### src/rtl/mon_regfile_pkg.sv
package mon_regfile_pkg;

  localparam int CTRL_COUNT = 24;
  localparam int TEST_FIRST = 3;
  localparam int TEST_LAST  = 7;
  localparam int MAX_BASE   = 'h20;
  localparam int MIN_BASE   = 'h24;
  localparam int GUARD_LAST = 'h27;
  localparam int FLAG_ADDR  = 'h3F;

  typedef struct packed {
    logic access;
    logic ctrlWr;
    logic selStatus;
    logic selCtrl;
  } busStrobe_t;

  function automatic logic [CTRL_COUNT-1:0][15:0] defaultInit();
    logic [CTRL_COUNT-1:0][15:0] v;
    for (int i = 0; i < CTRL_COUNT; i++) begin
      if (i >= TEST_FIRST && i <= TEST_LAST) v[i] = 16'h0000;
      else v[i] = 16'h5A00 | 16'(i);
    end
    return v;
  endfunction

  localparam logic [CTRL_COUNT-1:0][15:0] DEFAULT_INIT = defaultInit();

endpackage

### src/rtl/mon_regfile_ctrl.sv
module mon_regfile_ctrl
  import mon_regfile_pkg::*;
#(
  parameter int ADDR_W = 7
) (
  input  logic              clk,
  input  logic              rstN,
  input  logic              busEn,
  input  logic              busWe,
  input  logic [ADDR_W-1:0] busAddr,
  output busStrobe_t        strb,
  output logic              busReady
);

  localparam int LOW_W = ADDR_W - 1;

  logic upperHalf;
  logic defined;

  assign upperHalf = busAddr[ADDR_W-1];
  assign defined   = int'(busAddr[LOW_W-1:0]) < CTRL_COUNT;

  always_comb begin
    strb.access    = busEn;
    strb.ctrlWr    = busEn && busWe && upperHalf && defined;
    strb.selStatus = busEn && !busWe && !upperHalf;
    strb.selCtrl   = busEn && !busWe && upperHalf && defined;
  end

  always_ff @(posedge clk or negedge rstN) begin
    if (!rstN) busReady <= 1'b0;
    else       busReady <= busEn;
  end

  assert_ready_after_en_R2: assert property (@(posedge clk) disable iff (!rstN)
    busEn |=> busReady);
  assert_no_spurious_ready_R2: assert property (@(posedge clk) disable iff (!rstN)
    !busEn |=> !busReady);

endmodule

### src/rtl/mon_regfile_dp.sv
module mon_regfile_dp
  import mon_regfile_pkg::*;
#(
  parameter int DATA_W      = 16,
  parameter int ADDR_W      = 7,
  parameter int RES_BITS    = 10,
  parameter int NUM_TRACKED = 3,
  parameter logic [CTRL_COUNT-1:0][15:0] CTRL_INIT = DEFAULT_INIT
) (
  input  logic              clk,
  input  logic              rstN,
  input  busStrobe_t        strb,
  input  logic [ADDR_W-1:0] busAddr,
  input  logic [DATA_W-1:0] busWrData,
  output logic [DATA_W-1:0] busRdData,
  input  logic              resWe,
  input  logic [ADDR_W-2:0] resAddr,
  input  logic [DATA_W-1:0] resData,
  input  logic              overTemp,
  input  logic              monDisabled,
  input  logic              intRefUsed
);

  localparam int STATUS_N = 1 << (ADDR_W - 1);
  localparam int CIDX_W   = $clog2(CTRL_COUNT);
  localparam logic [DATA_W-1:0] RES_MASK = ~((DATA_W'(1) << (DATA_W - RES_BITS)) - DATA_W'(1));

  logic [DATA_W-1:0] statusMem [STATUS_N];
  logic [DATA_W-1:0] ctrlMem   [CTRL_COUNT];
  logic [DATA_W-1:0] maskedRes;
  logic [DATA_W-1:0] statusView;
  logic [DATA_W-1:0] flagWord;
  logic              guarded;
  logic [CIDX_W-1:0] ctrlIdx;
  logic [ADDR_W-2:0] statIdx;

  assign maskedRes = resData & RES_MASK;
  assign guarded   = (int'(resAddr) >= MAX_BASE && int'(resAddr) <= GUARD_LAST)
                     || int'(resAddr) == FLAG_ADDR;
  assign ctrlIdx   = busAddr[CIDX_W-1:0];
  assign statIdx   = busAddr[ADDR_W-2:0];
  assign flagWord  = {{(DATA_W-3){1'b0}}, intRefUsed, monDisabled, overTemp};
  assign statusView = (int'(statIdx) == FLAG_ADDR) ? flagWord : statusMem[statIdx];

  // status store and extreme tracking
  always_ff @(posedge clk or negedge rstN) begin
    if (!rstN) begin
      for (int i = 0; i < STATUS_N; i++) statusMem[i] <= '0;
      for (int t = 0; t < NUM_TRACKED; t++) statusMem[MIN_BASE+t] <= RES_MASK;
    end else if (resWe) begin
      if (!guarded) statusMem[resAddr] <= maskedRes;
      for (int t = 0; t < NUM_TRACKED; t++) begin
        if (int'(resAddr) == t) begin
          if (maskedRes > statusMem[MAX_BASE+t]) statusMem[MAX_BASE+t] <= maskedRes;
          if (maskedRes < statusMem[MIN_BASE+t]) statusMem[MIN_BASE+t] <= maskedRes;
        end
      end
    end
  end

  // control store
  always_ff @(posedge clk or negedge rstN) begin
    if (!rstN) begin
      for (int i = 0; i < CTRL_COUNT; i++) ctrlMem[i] <= DATA_W'(CTRL_INIT[i]);
    end else if (strb.ctrlWr) begin
      ctrlMem[ctrlIdx] <= busWrData;
    end
  end

  // registered read data
  always_ff @(posedge clk or negedge rstN) begin
    if (!rstN) busRdData <= '0;
    else if (strb.access) begin
      if (strb.selStatus)    busRdData <= statusView;
      else if (strb.selCtrl) busRdData <= ctrlMem[ctrlIdx];
      else                   busRdData <= '0;
    end
  end

  for (genvar g = 0; g < NUM_TRACKED; g++) begin : g_track
    assert_max_monotonic_R7: assert property (@(posedge clk) disable iff (!rstN)
      statusMem[MAX_BASE+g] >= $past(statusMem[MAX_BASE+g]));
    assert_min_monotonic_R8: assert property (@(posedge clk) disable iff (!rstN)
      statusMem[MIN_BASE+g] <= $past(statusMem[MIN_BASE+g]));
  end

  assert_ctrl_write_lands_R3: assert property (@(posedge clk) disable iff (!rstN)
    strb.ctrlWr |=> ctrlMem[$past(ctrlIdx)] == $past(busWrData));

endmodule

### src/rtl/mon_regfile.sv
module mon_regfile
  import mon_regfile_pkg::*;
#(
  parameter int DATA_W      = 16,
  parameter int ADDR_W      = 7,
  parameter int RES_BITS    = 10,
  parameter int NUM_TRACKED = 3,
  parameter logic [CTRL_COUNT-1:0][15:0] CTRL_INIT = DEFAULT_INIT
) (
  input  logic              clk,
  input  logic              rstN,
  input  logic              busEn,
  input  logic              busWe,
  input  logic [ADDR_W-1:0] busAddr,
  input  logic [DATA_W-1:0] busWrData,
  output logic [DATA_W-1:0] busRdData,
  output logic              busReady,
  input  logic              resWe,
  input  logic [ADDR_W-2:0] resAddr,
  input  logic [DATA_W-1:0] resData,
  input  logic              overTemp,
  input  logic              monDisabled,
  input  logic              intRefUsed
);

  busStrobe_t strb;

  mon_regfile_ctrl #(.ADDR_W(ADDR_W)) u_ctrl (
    .clk(clk), .rstN(rstN), .busEn(busEn), .busWe(busWe),
    .busAddr(busAddr), .strb(strb), .busReady(busReady)
  );

  mon_regfile_dp #(
    .DATA_W(DATA_W), .ADDR_W(ADDR_W), .RES_BITS(RES_BITS),
    .NUM_TRACKED(NUM_TRACKED), .CTRL_INIT(CTRL_INIT)
  ) u_dp (
    .clk(clk), .rstN(rstN), .strb(strb), .busAddr(busAddr),
    .busWrData(busWrData), .busRdData(busRdData),
    .resWe(resWe), .resAddr(resAddr), .resData(resData),
    .overTemp(overTemp), .monDisabled(monDisabled), .intRefUsed(intRefUsed)
  );

  assert_undefined_reads_zero_R5: assert property (@(posedge clk) disable iff (!rstN)
    busEn && !busWe && busAddr[ADDR_W-1] && int'(busAddr[ADDR_W-2:0]) >= CTRL_COUNT
    |=> busRdData == '0);
  assert_write_returns_zero_R4: assert property (@(posedge clk) disable iff (!rstN)
    busEn && busWe |=> busReady && busRdData == '0);

endmodule

### config.mk
export PLATFORM = sky130hd
export DESIGN_NAME = mon_regfile
export DESIGN_NICKNAME = d
export VERILOG_FILES = /design/src/rtl/mon_regfile_pkg.sv /design/src/rtl/mon_regfile_ctrl.sv /design/src/rtl/mon_regfile_dp.sv /design/src/rtl/mon_regfile.sv
export SDC_FILE = /design/constraint.sdc
export NUM_CORES = 2
export LEC_CHECK = 0
export ABC_CLOCK_PERIOD_IN_PS = 3100
export CAP_MARGIN = 5
export CORE_ASPECT_RATIO = 2
export CORE_MARGIN = 2
export CORE_UTILIZATION = 25
export CTS_BUF_LIST = sky130_fd_sc_hd__clkbuf_8
export CTS_CLUSTER_SIZE = 28
export DETAILED_ROUTE_END_ITERATION = 8
export SYNTH_ARGS = -nofsm -noshare
export SYNTH_HDL_FRONTEND = slang
export SYNTH_SLANG_ARGS = --single-unit
### constraint.sdc
create_clock -name clk -period 3.1 [get_ports clk]
set_clock_uncertainty 0.15 [all_clocks]
set_input_delay 0.465 -clock clk [delete_from_list [all_inputs] [get_ports clk]]
set_output_delay 0.465 -clock clk [all_outputs]
set_load 0.05 [all_outputs]
Word-level counts from Yosys, hierarchy flattened. Index checks and enable logic that the tools add are counted. Widths: inputs -> output; s select.

Output and inout bits: 17. Word-level logic and storage cells: 155. Flip-flop bits (word level): 1425.

Bitwise operators: 4. Order comparisons: 14. Mux-type cells: 28. Eq/ne operators: 4. Reduce and logical (&&, ||, !) cells: 15.

Operator list (number): $bwmux 1024 (1); $mux 512 (1); $bwmux 384 (1); $mux 16 (21); $bmux 16 s6 (1); $demux 16 s6 (1); $bmux 16 s5 (1); $demux 16 s5 (1); $gt 16x16->1 (3); $lt 16x16->1 (3); $ge 7x7->1 const B (2); $not 6->7 (2); $eq 6x1->1 const B (2); $ge 6x6->1 const B (2); $logic_and 1x1->1 (10); $lt 7x1->1 const B (1); $eq 6x2->1 const B (1); $eq 6x3->1 const B (1); $le 6x6->1 const B (1); $logic_not 6->1 (1); $lt 6x1->1 const B (1); $lt 6x5->1 const B (1); $not 5->6 (1); $logic_not 1->1 (2); 3 further kinds (3).

Logic depth before layout (Yosys ltp).
Depth in word-level cells: 9. Mapped depth: 11. Mapped depth without buffers: 8.

Modules after synthesis. A second synthesis with hierarchy kept.

Cells, all modules: 3398. Area, all modules: 50350.8 um^2.

Modules (own cells, without submodules): mon_regfile_dp (cells each 3391, seq. area each 27111.0 um^2, instances 1, area each 50273.2 um^2); mon_regfile_ctrl (cells each 7, seq. area each 25.0 um^2, instances 1, area each 77.6 um^2).

Worst setup path before layout. OpenSTA, ideal clock, no wires.

Path kind: flip-flop to flip-flop. From: register u_dp.statusMem[409] (netlist bit). To: register u_dp.statusMem[411] (netlist bit). Period minus slack after synthesis: 2.708 ns. Cell stages (with the launch flop): 10. Path buffers: 1. Data required time: 2.868 ns. Path slack: 0.392 ns. Arrival time: 2.476 ns. Path through: dfstp_2 inv_1 ha_1 a21o_1 a21o_1 a21oi_1 o21ai_0 a2111oi_4 buf_2 mux2_2.

Longest elaborated chain between the ends: 3.

RTL lines: from (decl) (line mon_regfile_dp.sv:28) `logic [DATA_W-1:0] statusMem [STATUS_N];`; from (signal, indexed assignment) (line mon_regfile_dp.sv:51) `if (!guarded) statusMem[resAddr] <= maskedRes;`; $lt 16x16->1 (line mon_regfile_dp.sv:55) `if (maskedRes < statusMem[MIN_BASE+t]) statusMem[MIN_BASE+t] <= maskedRes;`; $mux 16 (line mon_regfile_dp.sv:55); $mux 16 (line mon_regfile_dp.sv:53) `if (int'(resAddr) == t) begin`.

Every way passes these cells. A chain may end at the register's enable or synchronous reset.

Worst setup path in the final report.
From: register u_dp.statusMem[422] (netlist bit). To: register u_dp.statusMem[431] (netlist bit).

The elaborated chain is that of the path after synthesis.

==> impl_metrics.env <==
export IMPL_cts_tree="built"
export IMPL_synth_edf_count=0
export IMPL_synth_xor_area_share_pct=0
export IMPL_max_cap_violations=0
export IMPL_arrival_ps=3560
export IMPL_path_cells="inv_1 > ha_1 > nor4b_1 > a21o_1 > a21oi_1 > o21ai_0 > a2111oi_4 > buf_12 > mux2_2"
export IMPL_clk_pin_slew_ps=70
export IMPL_worstHoldPathCells=2
export IMPL_cp_start_kind="register"
export IMPL_fill_cells=19955
export IMPL_grt_first_pass_wirelength_mm=230
export IMPL_holdWs_ps=124
export IMPL_syn_inst=3322
export IMPL_yosysSeqAreaShare_pct=54.0
export IMPL_p_per_area_nw_per_um2=527
export IMPL_remaining_drc_errors=0
export IMPL_final_common_cell="mux2_2"
export IMPL_dr_total_vias=30270
export IMPL_wl_per_cell_um=24.5
export IMPL_drtPass1Iterations=5
export IMPL_setup_viol=0
export IMPL_yosysTopAreaCellShare_pct=46.3
export IMPL_synth_top_family_by_area="multiplexers"
export IMPL_cpPeakStageDelay_ps=540
export IMPL_clock_path_buffers=4
export IMPL_grt_util_all_layers_pct=15.2
export IMPL_core_area_um2=200000
export IMPL_syn_area_um2=50200
export IMPL_die_w_um=321
export IMPL_yosys_area_top_type="dfrtp_1"
export IMPL_final_cell_mix="mux2_2, dfrtp_1, buf_4"
export IMPL_ff2ff_path_depth=9
export IMPL_drt_iter0_markers=1709
export IMPL_r2r_end="u_dp.statusMem[431]"
export IMPL_vdd_drop_max_uv=311
export IMPL_viasPerCell=4.78
export IMPL_chipHeight_um=638
export IMPL_ant_nets=0
export IMPL_syn_num_nets=3435
export IMPL_slew_violations=0
export IMPL_ys_ff_latch=1077
export IMPL_dp_worst_setup_slack_ps=-393
export IMPL_synth_avg_cell_area_um2=15.1
export IMPL_grt_overflow_total=0
export IMPL_synth_adder_area_share_pct=1.49
export IMPL_io_buffers=63
export IMPL_power_leakage_nw=26.8
export IMPL_hpwl_mm=112
export IMPL_synthToLayoutAreaGrowth_pct=18.7
export IMPL_power_mw=31.4
export IMPL_die_area_um2=205000
export IMPL_ctsResizeCount=0
export IMPL_synth_mux_area_share_pct=34.1
export IMPL_start_util_pct=25.1
export IMPL_crit_path_end_kind="register"
export IMPL_nNetsFinal=3744
export IMPL_cp_required_ps=3720
export IMPL_num_rows=232
export IMPL_finalCriticalPeriod_ps=2930
export IMPL_worstHoldStart="resData[15]"
export IMPL_regToRegSetupSlack_ps=170
export IMPL_seq_area_um2=27100
export IMPL_synthSimpleGateAreaFrac_pct=3.86
export IMPL_grt_max_degree=95
export IMPL_postCtsHoldBufs=12
export IMPL_pin_count=70
export IMPL_path_class="reg -> reg"
export IMPL_final_cells=6335
export IMPL_grt_pass1_vias=33609
export IMPL_antenna_found_initial=15
export IMPL_yosysWarnings=0
export IMPL_synth_cell_type_count=60
export IMPL_min_path_type="in -> reg"
export IMPL_period_share_pct=94.6
export IMPL_post_cts_setup_buffer_count=0
export IMPL_slowest_stage="dfstp_2"
export IMPL_async_flop_share_pct=100
export IMPL_multi_input_area_um2=21700
export IMPL_rsz0062_at_grt="false"
export IMPL_synth_compound_area_share_pct=3.66
export IMPL_r2r_start="u_dp.statusMem[422]"
export IMPL_gp_congestion=0.879
export IMPL_tns_ps=0
export IMPL_worst_slew_pin_slew_ps=1120
export IMPL_numCtsBuffers=153
export IMPL_finalHoldViolCount=0
export IMPL_dp_cells=6038
export IMPL_hold_end="u_dp.statusMem[479]"
export IMPL_drive_gt1_share_pct=54.7
export IMPL_maxClockFrequency_mhz=341
export IMPL_clockRootBuffer="clkbuf_8"
export IMPL_drt_wl_total_mm=155
export IMPL_fin_ws_ps=167
export IMPL_max_slew_margin_rel_pct=24.9
export IMPL_synth_top_cells_by_area="dfrtp_1, mux2_2, mux4_2"
export IMPL_cts_max_level=4
export IMPL_worstSkewPairLatency_ps=870
export IMPL_cts_sinks=1077
export IMPL_synth_flop_cell="dfrtp_1"
export IMPL_status="finished, final reports clean"
export IMPL_cp_max_fo=14
==> per-stage QoR <==
| stage | utilization, % | area [um^2] |
|---|---|---|
| finish | 29.8 | 59600 |
| global route | 29.8 | 59600 |
| CTS | 29.8 | 59600 |
| detailed placement | 28.2 | 56400 |
| global placement | 28.2 | 56400 |
| floorplan | - | 50200 |
==> cells in the mapped netlist (10+ instances only) <==
master    number
a21o_1        19
a22o_1        11
nor2_2        50
a31oi_1       19
nand2_1       61
nor3_4        20
clkbuf_1     178
mux2i_1       60
mux4_2       233
nor2b_1       43
mux2_2       996
a311o_1       10
dfstp_2      148
o22ai_1       19
inv_1         67
buf_2         61
a21oi_1       31
dfrtp_1      929
o21ai_0       16
nand4_1       17
nand3_1       13
a22oi_1       72
o221ai_1      12
and2_1        21
nor3_1        20
nor2_1        26
buf_4         16
ha_1          60
==> critical path, delay by kind of cell (launching register included) <==
family / cells / cell delay [ps]
AOI/OAI and AO/OA: 4 / 1130
DFF: 1 / 540
adders and majority gates: 1 / 260
muxes: 1 / 340
and+or+nand+nor: 1 / 150
buffers and inverters: 2 / 270
==> kinds of logic (layout without fill, tap and decap cells) <==
family | after synthesis | in the layout
buffers and inverters | 333 | 759
flip-flops | 1077 | 1077
multiplexers | 1295 | 1295
AO/OA/AOI/OAI | 247 | 247
AND/OR/NAND/NOR | 310 | 310
adder cells (fa/ha/maj) | 60 | 60
other | 0 | 13
==> power by group <==
part / internal (mW) / total [mW] / switching (mW) / leakage [nW]
combinational: 1.98 / 3.93 / 1.96 / 10.9
clock: 5.85 / 11.6 / 5.72 / 1.79
sequential: 15.3 / 15.9 / 0.610 / 14.1
total: 23.1 / 31.4 / 8.28 / 26.8
==> how the worst max path moves through the flow <==
stage	from	to	cells after the start
finish	u_dp.statusMem[422]	u_dp.statusMem[431]	9
CTS	u_dp.statusMem[422]	u_dp.statusMem[431]	9
floorplan	u_dp.statusMem[409]	u_dp.statusMem[411]	9
detailed placement	busAddr[4]	u_dp.busRdData[7]	9
global route	u_dp.statusMem[422]	u_dp.statusMem[430]	9
global placement	busAddr[4]	u_dp.busRdData[7]	9
==> state kept, by name, indices dropped and copies added, names as in the netlist <==
signal / count
u_dp.statusMem: 676
u_dp.ctrlMem: 384
u_dp.busRdData: 16
u_ctrl.busReady: 1
==> per-layer routing <==
metal  global-route usage, %  wire, um  up-vias
li1                        -         -    12949
met1                    14.8     52100    16237
met2                    28.5     84300      669
met3                    2.04      4870      401
met4                    11.7     13700       14
met5                       0        93        -
==> area by class of cell <==
| cell class | count | area share [%] |
|---|---|---|
| diodes | 13 | 0.0546 |
| clock buffers | 189 | 4.37 |
| clock inverters | 83 | 0.773 |
| inverters | 67 | 0.422 |
| multi-input cells | 1912 | 36.4 |
| flip-flops and latches | 1077 | 45.5 |
| well taps | 2574 | 5.40 |
| repair buffers | 420 | 7.02 |
Note: power is estimated with default switching activity, not from simulation.
